==> src/rtl/lp_state_seq.sv <==
module lp_state_seq #(
  parameter int PLL_CYC  = 1500,
  parameter int STOP_DLY = 2
) (
  input  logic       clk,
  input  logic       rst_n,
  input  logic [1:0] pwr_req,
  input  logic       stop_ack,
  input  logic       reset_req,
  input  logic       cfg_clk_stop,
  input  logic       snoop_req,
  input  logic       irq_req,
  output logic       stop_clk_req_n,
  output logic       sleep_req_n,
  output logic       deep_req_n,
  output logic       bus_clk_en,
  output logic       cpu_reset,
  output logic       snoop_fwd,
  output logic       irq_fwd,
  output logic       proto_err,
  output logic [1:0] state_code,
  output logic       running,
  output logic       done
);
  localparam int MAXC = (PLL_CYC > STOP_DLY) ? PLL_CYC : STOP_DLY;
  localparam int CW   = $clog2(MAXC) + 1;

  typedef enum logic [2:0] {RUN, SGW, SG, SLP, DSL, EXT, RST} st_t;
  st_t st, nxt;
  logic [CW-1:0] cnt;
  logic gated, snp_pend, irq_pend;

  always_comb begin
    nxt = st;
    case (st)
      RUN: if (reset_req) nxt = RST; else if (pwr_req != 2'b00) nxt = SGW;
      SGW: if (reset_req) nxt = RST; else if (stop_ack) nxt = SG;
      SG:  if (reset_req) nxt = RST; else if (pwr_req == 2'b00) nxt = RUN;
           else if (pwr_req[1]) nxt = SLP;
      SLP: if (reset_req) nxt = RST; else if (pwr_req == 2'b11) nxt = DSL;
           else if (!pwr_req[1]) nxt = SG;
      DSL: if (pwr_req != 2'b11) nxt = EXT;
      EXT: if (cnt == '0) nxt = SLP;
      RST: if (!reset_req) nxt = RUN;
      default: nxt = RUN;
    endcase
  end

  always_ff @(posedge clk or negedge rst_n) begin
    if (!rst_n) begin
      st <= RUN; cnt <= '0; gated <= 1'b0; done <= 1'b0;
      proto_err <= 1'b0; snp_pend <= 1'b0; irq_pend <= 1'b0;
    end else begin
      st <= nxt;
      done <= (nxt != st) && (nxt inside {RUN, SG, SLP, DSL});
      if (nxt == DSL && st != DSL)      cnt <= CW'(STOP_DLY - 1);
      else if (nxt == EXT && st != EXT) cnt <= CW'(PLL_CYC - 1);
      else if (cnt != '0)               cnt <= cnt - 1'b1;
      gated <= (nxt == DSL) && (gated || (st == DSL && cnt == '0 && cfg_clk_stop));
      proto_err <= !allow && (snoop_req || irq_req);
      snp_pend  <= !allow && (snp_pend || snoop_req);
      irq_pend  <= !allow && (irq_pend || irq_req);
    end
  end

  logic allow;
  assign allow = st inside {RUN, SGW, SG};

  assign stop_clk_req_n = st inside {RUN, RST};
  assign sleep_req_n    = !(st inside {SLP, DSL, EXT});
  assign deep_req_n     = st != DSL;
  assign bus_clk_en     = !gated;
  assign cpu_reset      = st == RST;
  assign snoop_fwd      = allow && (snoop_req || snp_pend);
  assign irq_fwd        = allow && (irq_req || irq_pend);
  assign running        = st == RUN;
  assign state_code     = (st == SG)  ? 2'b00 :
                          (st == SLP) ? 2'b01 :
                          (st == DSL) ? 2'b10 : 2'b11;
endmodule


==> config.mk <==
export PLATFORM = sky130hd
export DESIGN_NAME = lp_state_seq
export DESIGN_NICKNAME = d
export VERILOG_FILES = /design/src/rtl/lp_state_seq.sv
export SDC_FILE = /design/constraint.sdc
export NUM_CORES = 1
export LEC_CHECK = 0
export BUFFER_PORTS_ARGS = -buffer_cell sky130_fd_sc_hd__buf_2
export CAP_MARGIN = 30
export CORE_MARGIN = 2
export CORE_UTILIZATION = 59
export CTS_CLUSTER_SIZE = 14
export DETAILED_ROUTE_END_ITERATION = 8
export GPL_TIMING_DRIVEN = 0
export PLACE_DENSITY_LB_ADDON = 0.12
export SETUP_SLACK_MARGIN = 0.5
export SLEW_MARGIN = 20
export SYNTH_ARGS = -nofsm -noshare
export SYNTH_HDL_FRONTEND = slang
export SYNTH_SLANG_ARGS = --single-unit
==> constraint.sdc <==
create_clock -name clk -period 4 [get_ports clk]
set_input_delay 0.2 -clock clk [delete_from_list [all_inputs] [get_ports clk]]
set_output_delay 0.2 -clock clk [all_outputs]
set_load 0.1 [all_outputs]
==> run summary <==
PLACE
---------------------------------------------------------------------------------
HPWL after DPL                                                            2050 µm
Placed Cells incl. Taps                                                       191
Port Buffers                                                                   19
Setup Slack @ Placement                                                   1.74 ns
Final weighted congestion in routability-driven placement                   0.893

CTS
---------------------------------------------------------------------------------
CTS Buf Count                                                                   3
Max clock buf depth                                                             2
Number of sinks handled by clock tree synthesis                                20
CTS root buffer                                                      sky130_fd_sc_hd__clkbuf_4
Clock Pin Slew Worst Setup and Hold Paths                                 0.11 ns
Clock latency of the later-clocked register in the worst-skew pair        0.31 ns
Buffer count from post-CTS setup fixing                                         0
CTS tree                                                                      yes
CTS H-tree lvls                                                                 1

TIMING
---------------------------------------------------------------------------------
Post-route clock period utilization                                         62.7%
Unrepaired setup endpoints after global routing                                no
Accumulated negative setup slack                                             0 ns
Clock period minus worst slack                                            2.51 ns
Worst slew margin relative to its limit                                     48.6%
Final worst clock skew                                                  0.0114 ns
Highest clock frequency the design can meet                               398 MHz
Final worst-path setup slack                                              1.49 ns
Number of hold violations in the final report                                   0
Number of pins with negative max-slew slack in the final report                 0
Transition time at the pin with the least slew margin                    0.768 ns
Total setup violations reported at the end of the flow                          0

ROUTE
---------------------------------------------------------------------------------
Post-detailed-route DRC marker count                                            0
Final routed wirelength across all metal layers                           2880 µm
Ratio of routed vias to standard cells                                       6.03
Remaining antenna violation count                                               0
Number of iterations in the first detailed-routing pass                         4
Total via count after detailed routing                                       1187
Routed length per instance                                                14.6 µm
Number of DRC markers after the initial detailed-route iteration               38

SYNTHESIS
---------------------------------------------------------------------------------
Synth top cells by count                                             sky130_fd_sc_hd__dfrtp_1, sky130_fd_sc_hd__nor2_1, sky130_fd_sc_hd__a21oi_1, sky130_fd_sc_hd__nor3_1
Sequential area share after synthesis                                       38.9%
Leading area contributor after synthesis                             sky130_fd_sc_hd__dfrtp_1
Post-synthesis adder-cell area fraction                                    0.972%
Number of enable flip-flop cells after synthesis                                0
Main combinational cell family by area after synthesis               simple AND/OR/NAND/NOR gates
Number of synthesized register bits                                            20
Synth cell types                                                               45
Share of the synthesized area in the top cell type                          38.9%
Asr flop ratio synth                                                         100%
Yosys synthesis warning count                                                   0
Simple-gate area share of the yosys netlist                                 27.7%
Synth Instances                                                               145
Cell types with the largest area share after synthesis               sky130_fd_sc_hd__dfrtp_1, sky130_fd_sc_hd__a21oi_1, sky130_fd_sc_hd__a211oi_1, sky130_fd_sc_hd__nor2_1, sky130_fd_sc_hd__nor3_1
Top flip-flop cell by instance count after synthesis                 sky130_fd_sc_hd__dfrtp_1
Synthesized cell area                                                    1290 µm²
Multiplexer area fraction after synthesis                                   2.33%
Complex-gate fraction of the synthesized area                               24.0%
Synth Area in XOR/XNOR                                                      1.36%
Top-count cell post-synth                                            sky130_fd_sc_hd__dfrtp_1
Synthesized netlist net count                                                 155
Mean Syn Cell Area                                                       8.88 µm²

WORST HOLD PATH
---------------------------------------------------------------------------------
Tightest Hold Check Type                                             input port to register
Hold path depth                                                                 3

DIE
---------------------------------------------------------------------------------
Core Footprint                                                           2000 µm²
Die height                                                                50.7 µm
Full die area                                                            2570 µm²
Width of the chip                                                         50.7 µm
Row Count                                                                      16
Boundary pin count                                                             21
Initial cell density of the core                                            64.3%

CRITICAL PATH
---------------------------------------------------------------------------------
CP arrival                                                                2.31 ns
Most numerous cell on the critical path                              sky130_fd_sc_hd__clkbuf_1
Crit path max fanout                                                           10
CP max stage delay                                                        0.52 ns
Worst-path cell chain                                                clkbuf_1, nor2_1, nand2_1, clkbuf_1, buf_2
Start-to-end type of the worst setup path                            register to output port
Required time worst endpoint                                              3.80 ns
Number of cells on the worst reg-to-reg path                                    8
Crit end category                                                     output port
Slowest-stage cell, CP                                               sky130_fd_sc_hd__buf_2
Critical path launch point type                                          register

FINAL LAYOUT
---------------------------------------------------------------------------------
Nets                                                                          181
Layout-stage area growth over the synthesis result                          14.4%
Non-Filler Instances                                                          197
Count of antenna diodes in the layout                                           0
Fraction of layout instances using a drive strength above 1                 23.5%
Number of filler instances in the final layout                                168

GLOBAL ROUTING
---------------------------------------------------------------------------------
Antenna violations before repair                                                0
Vias in the first global route                                               1084
Largest net degree at the start of global routing                              21
Overflow after GRT                                                              0
GR Util All Layers                                                          25.8%
First-pass GRT wire length                                                5010 µm

FLOW RUN
---------------------------------------------------------------------------------
Count of maximum capacitance violations                                         0

OUTCOME
---------------------------------------------------------------------------------
Run status                                                           finished clean

[area by class of cell]
| class | instances | area [µm²] | area share [%] |
|---|---|---|---|
| Inverter | 8 | 30.0 | 2.04 |
| Sequential cell | 20 | 500 | 34.0 |
| Clock buffer | 4 | 36.3 | 2.46 |
| Buffer | 6 | 31.3 | 2.12 |
| Timing Repair Buffer | 21 | 110 | 7.48 |
| Tap cell | 27 | 33.8 | 2.29 |
| Multi-Input combinational cell | 111 | 731 | 49.6 |
[state kept, by name, indices dropped and copies added (netlist names)]
| register | cells |
|---|---|
| irq_pend | 1 |
| snp_pend | 1 |
| done | 1 |
| proto_err | 1 |
| cnt | 12 |
| st | 3 |
| gated | 1 |
[metal layers]
| metal | vias to the layer above | wire (µm) | track usage [%] |
|---|---|---|---|
| li1 | 589 | - | - |
| met3 | 5 | 141 | 4.46 |
| met5 | - | 0 | 0 |
| met2 | 40 | 1330 | 40.4 |
| met1 | 553 | 1370 | 37.1 |
| met4 | 0 | 33 | 6.76 |
[per-stage QoR]
step | hold WS (ns) | cell area [µm²] | utilization [%]
final | 0.126 | 1470 | 73.6
after global routing | 0.149 | 1470 | 73.6
after CTS | 0.124 | 1470 | 73.3
after detailed placement | 0.172 | 1420 | 71.0
after global placement | 0.165 | 1420 | 71.0
after floorplan | -0.0956 | 1290 | -
[repair_timing]
action / CTS / global route
hold buffers: 1 / 0
gates resized for setup: 0 / 0
endpoints found under the hold margin: 20 / 0
[placed cells by master (no fill, tap or decap), drive strengths merged, types with 4 or more instances in the layout]
master and instances:
nor2 14, inv 8, dfrtp 20, nor3 10, clkbuf 9, o21ai 4, buf 21, nor2b 4
nand2 8, a21oi 13, a211oi 9, or4 4, nor4 4
[cells by family (layout without fill, tap and decap cells)]
group                    Yosys count  count (layout)
AO/OA/AOI/OAI                     43              43
XOR/XNOR                           2               2
AND/OR/NAND/NOR                   62              62
buffers and inverters             14              39
multiplexers                       3               3
flip-flops                        20              20
adder cells (fa/ha/maj)            1               1
[worst paths after layout]
kind                            slack, ns      start          to
max in group asynchronous            3.32      rst_n     cnt[10]
worst min-delay path                 0.13  snoop_req   proto_err
min in group asynchronous            0.36      rst_n        done
worst max-delay path                 1.49      st[1]  deep_req_n
worst max register to register       1.70     cnt[0]      cnt[7]
worst min register to register       0.50   irq_pend    irq_pend
[worst max-delay path, delay by kind of cell, from the launching register on]
family                 cells  cell delay, ns
buffers and inverters      3            1.30
flip-flops                 1            0.39
AND/OR/NAND/NOR            2            0.31
Power is not shown: default switching activity piles up to over one toggle a cycle in this logic, so the estimate is an artifact.
